$ cat config.mk
export PLATFORM = sky130hd
export DESIGN_NAME = fudm_matrix
export DESIGN_NICKNAME = d
export VERILOG_FILES = /design/src/rtl/fudm_pkg.sv /design/src/rtl/fudm_issue_dec.sv /design/src/rtl/fudm_row.sv /design/src/rtl/fudm_unit_ctl.sv /design/src/rtl/fudm_matrix.sv
export SDC_FILE = /design/constraint.sdc
export NUM_CORES = 1
export LEC_CHECK = 0
export CAP_MARGIN = 20
export CORE_ASPECT_RATIO = 1.5
export CORE_MARGIN = 2
export CORE_UTILIZATION = 45
export CTS_CLUSTER_SIZE = 8
export DETAILED_ROUTE_END_ITERATION = 10
export PLACE_DENSITY_LB_ADDON = 0.05
export SETUP_SLACK_MARGIN = 0.2
export SLEW_MARGIN = 10
export SYNTH_ARGS = -nofsm -noshare
export SYNTH_HDL_FRONTEND = slang
export SYNTH_SLANG_ARGS = --single-unit
$ cat constraint.sdc
create_clock -name clk -period 4.6 [get_ports clk]
set_input_delay 0.46 -clock clk [delete_from_list [all_inputs] [get_ports clk]]
set_output_delay 0.46 -clock clk [all_outputs]
set_load 0.03 [all_outputs]
$ cat src/rtl/fudm_pkg.sv
package fudm_pkg;
  typedef enum logic [1:0] {
    U_IDLE    = 2'd0,
    U_WAIT_RD = 2'd1,
    U_EXEC    = 2'd2,
    U_COMMIT  = 2'd3
  } unit_st_e;
endpackage

$ cat src/rtl/fudm_issue_dec.sv
module fudm_issue_dec #(
  parameter int N  = 8,
  parameter int IW = 3
) (
  input  logic          issue_valid,
  input  logic [IW-1:0] issue_unit,
  input  logic [N-1:0]  busy,
  input  logic [N-1:0]  go_die,
  output logic          issue_ready,
  output logic [N-1:0]  load
);
  logic [N-1:0] hit;

  for (genvar i = 0; i < N; i++) begin : g_hit
    assign hit[i] = (issue_unit == IW'(i));
  end

  // ready: target exists, is idle and is not being killed this cycle
  assign issue_ready = (|hit) && !(|(hit & (busy | go_die)));
  assign load        = (issue_valid && issue_ready) ? hit : '0;
endmodule

$ cat src/rtl/fudm_row.sv
module fudm_row #(
  parameter int N       = 8,
  parameter int ROW     = 0,
  parameter bit ORDERED = 1'b1
) (
  input  logic         clk,
  input  logic         rst_n,
  input  logic         load,
  input  logic         row_kill,
  input  logic [N-1:0] raw_in,
  input  logic [N-1:0] waw_in,
  input  logic [N-1:0] busy_vec,
  input  logic [N-1:0] col_clr,
  output logic         raw_pend,
  output logic         waw_pend
);
  localparam logic [N-1:0] SELF = N'(1) << ROW;
  localparam logic [N-1:0] ORD  = ORDERED ? '1 : '0;

  logic [N-1:0] raw_q, waw_q, raw_nx, waw_nx, live;

  // a wait may only name a unit that is busy now and not leaving this edge
  assign live = busy_vec & ~col_clr & ~SELF;

  always_comb begin
    if (row_kill) begin
      raw_nx = '0;
      waw_nx = '0;
    end else if (load) begin
      raw_nx = raw_in & live;
      waw_nx = (waw_in | ORD) & live;
    end else begin
      raw_nx = raw_q & ~col_clr;
      waw_nx = waw_q & ~col_clr;
    end
  end

  always_ff @(posedge clk or negedge rst_n) begin
    if (!rst_n) begin
      raw_q <= '0;
      waw_q <= '0;
    end else begin
      raw_q <= raw_nx;
      waw_q <= waw_nx;
    end
  end

  assign raw_pend = |raw_q;
  assign waw_pend = |waw_q;
endmodule

$ cat src/rtl/fudm_unit_ctl.sv
module fudm_unit_ctl
  import fudm_pkg::*;
(
  input  logic clk,
  input  logic rst_n,
  input  logic load,
  input  logic die,
  input  logic wr_done,
  input  logic hold,
  input  logic raw_pend,
  input  logic waw_pend,
  output logic busy,
  output logic go_rd,
  output logic go_wr,
  output logic retire
);
  unit_st_e st_q;

  always_ff @(posedge clk or negedge rst_n) begin
    if (!rst_n) begin
      st_q  <= U_IDLE;
      go_rd <= 1'b0;
      go_wr <= 1'b0;
    end else begin
      go_rd <= 1'b0;
      go_wr <= 1'b0;
      if (die) begin
        st_q <= U_IDLE;
      end else begin
        unique case (st_q)
          U_IDLE:    if (load) st_q <= U_WAIT_RD;
          U_WAIT_RD: if (!raw_pend) begin
                       go_rd <= 1'b1;
                       st_q  <= U_EXEC;
                     end
          U_EXEC:    if (!waw_pend && !hold) begin
                       go_wr <= 1'b1;
                       st_q  <= U_COMMIT;
                     end
          U_COMMIT:  if (wr_done) st_q <= U_IDLE;
          default:   st_q <= U_IDLE;
        endcase
      end
    end
  end

  assign busy   = (st_q != U_IDLE);
  assign retire = (st_q == U_COMMIT && wr_done) || (die && st_q != U_IDLE);
endmodule

$ cat src/rtl/fudm_matrix.sv
module fudm_matrix #(
  parameter int N       = 8,
  parameter bit ORDERED = 1'b1,
  localparam int IW     = (N > 1) ? $clog2(N) : 1
) (
  input  logic          clk,
  input  logic          rst_n,
  input  logic          issue_valid,
  output logic          issue_ready,
  input  logic [IW-1:0] issue_unit,
  input  logic [N-1:0]  issue_raw,
  input  logic [N-1:0]  issue_waw,
  input  logic [N-1:0]  wr_hold,
  input  logic [N-1:0]  go_die,
  input  logic [N-1:0]  wr_done,
  output logic [N-1:0]  busy,
  output logic [N-1:0]  go_rd,
  output logic [N-1:0]  go_wr
);
  logic [N-1:0] load, retire, raw_pend, waw_pend, kill;

  fudm_issue_dec #(.N(N), .IW(IW)) u_dec (
    .issue_valid (issue_valid),
    .issue_unit  (issue_unit),
    .busy        (busy),
    .go_die      (go_die),
    .issue_ready (issue_ready),
    .load        (load)
  );

  assign kill = go_die & busy;

  for (genvar i = 0; i < N; i++) begin : g_unit
    fudm_row #(.N(N), .ROW(i), .ORDERED(ORDERED)) u_row (
      .clk      (clk),
      .rst_n    (rst_n),
      .load     (load[i]),
      .row_kill (kill[i]),
      .raw_in   (issue_raw),
      .waw_in   (issue_waw),
      .busy_vec (busy),
      .col_clr  (retire),
      .raw_pend (raw_pend[i]),
      .waw_pend (waw_pend[i])
    );

    fudm_unit_ctl u_ctl (
      .clk      (clk),
      .rst_n    (rst_n),
      .load     (load[i]),
      .die      (go_die[i]),
      .wr_done  (wr_done[i]),
      .hold     (wr_hold[i]),
      .raw_pend (raw_pend[i]),
      .waw_pend (waw_pend[i]),
      .busy     (busy[i]),
      .go_rd    (go_rd[i]),
      .go_wr    (go_wr[i]),
      .retire   (retire[i])
    );
  end
endmodule

# Word-level counts from Yosys, hierarchy flattened
# Cells that the tools add are included.
[word_totals] ff_bits=160 in_bits=46 out_inout_bits=25 wordCells=355
[op_classes] eq_ne=63 n_mux=129 bitwise_logic=29 reduce_logical=94
[ops] op="$mux 8" n=33
[ops] op="$and 8x8->8" n=26
[ops] op="$reduce_or 8->1" n=18
[ops] op="$mux 2" n=40
[ops] op="$ne 3x3->1 const B" n=24
[ops] op="$pmux 2 s4" n=8
[ops] op="$mux 1" n=48
[ops] op="$eq 2x2->1 const B" n=16
[ops] op="$reduce_and 4->1" n=8
[ops] op="$logic_and 1x1->1" n=26
[ops] op="$ne 3x2->1 const B" n=8
[ops] op="$logic_not 1->1" n=17
[ops] op="$eq 2x1->1 const B" n=8
[ops] op="$logic_not 2->1" n=8
[ops] op="$reduce_bool 2->1" n=8
[ops] op="$eq 3x3->1 const B" n=4
[ops] op="$and 8x7->8" n=1
[ops] op="$logic_or 1x1->1" n=8
[ops] op="$not 8->8" n=1
[ops] op="$or 8x8->8" n=1
[ops] op="$eq 3x2->1 const B" n=2
[ops] op="$eq 3x1->1 const B" n=1
[ops] op="$logic_not 3->1" n=1

# Logic depth before layout (Yosys ltp)
[logic_depth] ltp_word=11 depth_mapped=8 depth_no_buf=6

# Modules after synthesis
# From an unflattened synthesis, not the netlist that was laid out.
[unflattened] cells_unflattened=758 area_unflattened_um2=8539.4
[modules_own_cells] module="fudm_row at g_unit[0].u_row ..." n_inst=7 cells_per_inst=63 area_each_um2=773.2
[modules_own_cells] module="fudm_unit_ctl" n_inst=8 cells_per_inst=27 area_each_um2=267.8
[modules_own_cells] module="fudm_row at g_unit[6].u_row" n_inst=1 cells_per_inst=63 area_each_um2=755.7
[modules_own_cells] module="fudm_issue_dec" n_inst=1 cells_per_inst=30 area_each_um2=178.9
[modules_own_cells] module="fudm_matrix" n_inst=1 cells_per_inst=8 area_each_um2=50.0

# Least setup slack after synthesis
# Ideal clock, no wire load.
[synth_path] path_kind="flip-flop to output port" startpoint="register g_unit[4].u_ctl.st_q[0]" endpoint="output issue_ready" arrival_ns=1.637 slack_ns=2.503 stages_incl_launch_ff=6 path_buffers=0 path_cell_list="dfrtp_1 > inv_1 > ha_1 > and2b_1 > mux4_2 > a21o_1"
[synth_between] elab_chain_len=6
[synth_rtl] item="start: declaration" line_no="fudm_unit_ctl.sv:17" rtl="unit_st_e st_q;"
[synth_rtl] item="start signal: assignment" line_no="fudm_unit_ctl.sv:21" rtl="st_q <= U_IDLE;"
[synth_rtl] item="start signal: assignment" line_no="fudm_unit_ctl.sv:28" rtl="st_q <= U_IDLE;"
[synth_rtl] item="start signal: assignment" line_no="fudm_unit_ctl.sv:31" rtl="U_IDLE: if (load) st_q <= U_WAIT_RD;"
[synth_rtl] item="$reduce_bool 2->1" line_no="fudm_unit_ctl.sv:47" rtl="assign busy = (st_q != U_IDLE);"
[synth_rtl] item="$or 8x8->8" line_no="fudm_issue_dec.sv:19" rtl="assign issue_ready = (|hit) && !(|(hit & (busy | go_die)));"
[synth_rtl] item="$and 8x8->8" line_no="fudm_issue_dec.sv:19"
[synth_rtl] item="$reduce_or 8->1" line_no="fudm_issue_dec.sv:19"
[synth_rtl] item="$logic_not 1->1" line_no="fudm_issue_dec.sv:19"
[synth_rtl] item="$logic_and 1x1->1" line_no="fudm_issue_dec.sv:19"
[synth_rtl] item="end: declaration" line_no="fudm_matrix.sv:9" rtl="output logic issue_ready,"
# Every way passes these cells.

# Final worst setup path
[layout_path] startpoint="register g_unit[5].u_ctl.st_q[0]" endpoint="output issue_ready"
[layout_between] elab_chain_len=6
[layout_rtl] item="start: declaration" line_no="fudm_unit_ctl.sv:17"
[layout_rtl] item="start signal: assignment" line_no="fudm_unit_ctl.sv:21"
[layout_rtl] item="start signal: assignment" line_no="fudm_unit_ctl.sv:28"
[layout_rtl] item="start signal: assignment" line_no="fudm_unit_ctl.sv:31"
[layout_rtl] item="$reduce_bool 2->1" line_no="fudm_unit_ctl.sv:47"
[layout_rtl] item="$or 8x8->8" line_no="fudm_issue_dec.sv:19"
[layout_rtl] item="$and 8x8->8" line_no="fudm_issue_dec.sv:19"
[layout_rtl] item="$reduce_or 8->1" line_no="fudm_issue_dec.sv:19"
[layout_rtl] item="$logic_not 1->1" line_no="fudm_issue_dec.sv:19"
[layout_rtl] item="$logic_and 1x1->1" line_no="fudm_issue_dec.sv:19"
# Every way passes these cells.

==> qor.txt <==
status -> complete, no violations
synth unique cells -> 44
ratio of cells with drive above 1 in the final layout -> 7.87%
Root Buffer -> clkbuf_16
core box area -> 17900 um2
HPWL after DPL -> 14600 um
critical path peak fanout -> 5
Synth area leaders -> dfrtp_1, mux2i_1, nor3_1
syn nets -> 808
power per cell area -> 526 nW/um2
die width -> 114 um
DP Worst Slack -> 1470 ps
TritonCTS buffer count -> 17
drt first pass iters -> 5
Primary FF master, synth -> dfrtp_1
Vias/cell -> 5.84
skew final -> 8.34 ps
Avg WL per Cell -> 22.4 um
post-cts sizing count -> 0
final hold vios -> 0
vias in the first global route -> 6079
Fin Setup TNS -> 0 ps
row count -> 60
routed vias -> 5789
Fill cells -> 1638
worst hold-check path type -> primary input to asynchronous set/reset pin
Yosys reg bits -> 160
design area -> 9420 um2
Critical Path Max Stage Delay -> 590 ps
most common cell in the netlist -> dfrtp_1
Final Util -> 52.7%
sequential share of power -> 34.4%
nets@finish -> 841
H-tree depth -> 4
Pint -> 3.05 mW
global-route wire length before repair -> 34700 um
Synth Instances -> 729
min cycle time layout -> 3230 ps
Worst Setup End Kind -> output pin
Worst VDD drop -> 0.339 mV
Max Cap Viol -> 0
clock sinks -> 160
die height -> 169 um
Max Slew Vio Count -> 0
Post-synth EDFFs -> 0
final setup fails -> 0
Psw -> 1.90 mW
Synth-to-Final Area Change -> 15.1%
gr ovfl total -> 0
GRT Util Overall -> 24.1%
routed wire length -> 22200 um
largest net degree at the start of global routing -> 90
Synth async-reset ratio -> 100%
commonest cells in the netlist -> dfrtp_1, nor3_1, mux2i_1
Ys Warns -> 0
total power draw -> 4.95 mW
Boundary Pins -> 71
sequential element share of the synthesized area -> 48.9%
Reg-to-Reg Start -> g_unit[3].u_ctl.st_q[0]
Antenna Nets Post-Route -> 0
worst path cell trace -> inv_1 > ha_1 > and2b_1 > mux4_2 > a21o_1 > clkdlybuf4s50_1
FMAX -> 310 MHz
Worst EP arrival -> 2770 ps
WP buf/inv -> 2
gpl congestion -> 0.813
dpl cell area -> 8810 um2
Leak -> 4.92 nW
DRC -> 0
clock-pin slew on the worst setup and hold paths -> 60 ps
leading area contributor after synthesis -> dfrtp_1
post-synthesis cell area -> 8180 um2
R2R Path End -> g_unit[3].u_row.raw_q[7]
CTS tree -> done
Slew @ Worst Pin -> 1140 ps
Starting DRT DRC Count -> 355
Clk pwr share -> 29.2%
RSZ-0062 raised after global routing -> no
post-route setup slack -> 1370 ps
R2R Setup Slk -> 2030 ps
Multi-input gate area -> 3680 um2
initial antenna violation count -> 0
Synth Area per Inst -> 11.2 um2
sw frac -> 38.4%
delay-heaviest family, CP -> buffers and inverters
critical path's slowest cell -> clkdlybuf4s50_1
clock buffer depth -> 2
Seq. cell area -> 4000 um2
period utilisation layout -> 70.2%
die area -> 19300 um2
WS Path Type -> flip-flop to output pin
Setup crit start kind -> flip-flop
R2R cell count -> 6
share of the synthesized area in the top cell type -> 48.9%
combinational power share -> 36.3%
n_diodes -> 0
Initial Utilization -> 45.8%
Rel. slew slack -> 23.6%
Post-CTS Hold Buffers -> 0
Clk Latency, worst-skew pair -> 430 ps
Req. time, crit path -> 4140 ps
number of buffers added for setup after CTS -> 0
PortBufs -> 62
-- how the worst max path moves through the flow --
stage / start / endpoint / slack, ps / cells past startpoint
2_1_floorplan: g_unit[4].u_ctl.st_q[0] / issue_ready / 2500 / 5
3_3_place_gp: issue_unit[0] / issue_ready / 1500 / 4
3_5_place_dp: issue_unit[0] / issue_ready / 1470 / 4
4_1_cts: g_unit[5].u_ctl.st_q[0] / issue_ready / 1360 / 6
5_1_grt: g_unit[0].u_ctl.st_q[0] / issue_ready / 1260 / 7
6_report: g_unit[5].u_ctl.st_q[0] / issue_ready / 1370 / 6
-- power groups by stage --
stage,Sequential [mW],Clock (mW),Combinational [mW]
detailed placement,1.73,0,1.79
global placement,1.72,0,1.76
floorplan,1.70,0,1.17
finish,1.71,1.45,1.80
CTS,1.71,1.48,1.80
global route,1.73,1.53,1.92
-- stage by stage --
stage | hold WS (ps) | std cells
after detailed placement | 501 | 960
final | 98.6 | 992
after global routing | 162 | 992
after floorplan | 164 | 729
after CTS | 133 | 992
after global placement | 496 | 959
-- placed cells by master, fill, tap and decap left out, types with 5 or more instances in the layout --
cell type and count:
nor4_1 25, mux2_1 7, a21o_1 9, clkbuf_16 17
mux2i_1 119, nor2b_1 24, a31oi_1 7, nand2b_1 10
buf_4 13, clkinvlp_4 6, nor2_1 24, a21boi_0 8
clkdlybuf4s50_1 61, a21oi_1 9, clkinv_1 8, and4b_1 6
a2111oi_4 5, and3_1 15, inv_1 25, nor3b_1 6
ha_1 33, dfrtp_1 160, nor3_1 127, nand3_1 8
-- kinds of logic (layout without fill, tap and decap cells) --
kind of cell / after synthesis / after routing / share of synthesized area [%]
AND/OR/NAND/NOR: 268 / 268 / 18.9
AO/OA/AOI/OAI: 46 / 46 / 5.26
multiplexers: 127 / 127 / 15.8
buffers and inverters: 95 / 141 / 6.07
flip-flops: 160 / 160 / 48.9
adder cells (fa/ha/maj): 33 / 33 / 5.05
-- sequential cells by signal, indices dropped and copies added (netlist names) --
name / cells
g_unit.u_ctl.go_rd: 8
g_unit.u_ctl.go_wr: 8
g_unit.u_ctl.st_q: 16
g_unit.u_row.raw_q: 64
g_unit.u_row.waw_q: 64
-- per-layer routing --
| metal | vias up | GRT usage (%) | share of wire, % |
|---|---|---|---|
| li1 | 2663 | - | - |
| met1 | 2934 | 29.9 | 41 |
| met2 | 154 | 41.8 | 52 |
| met3 | 38 | 5.07 | 4.4 |
| met4 | 0 | 7.79 | 2.4 |
| met5 | - | 0 | 0 |
-- layout make-up --
class	instances	share of cell area (%)
sequential	160	42.5
multi-input combinational	474	39.1
timing repair buffer	76	7.76
clock buffer	19	4.70
tap	217	2.88
clock inverter	13	1.73
inverter	33	1.32
-- worst register-to-register path, cell delays in order (launching register included) --
cell and delay [ps]:
dfrtp_1 420, inv_1 120, ha_1 220, nor2b_1 280
nand4_1 860, mux2i_1 450, nor3_1 70
(Power assumes the default switching activity.)
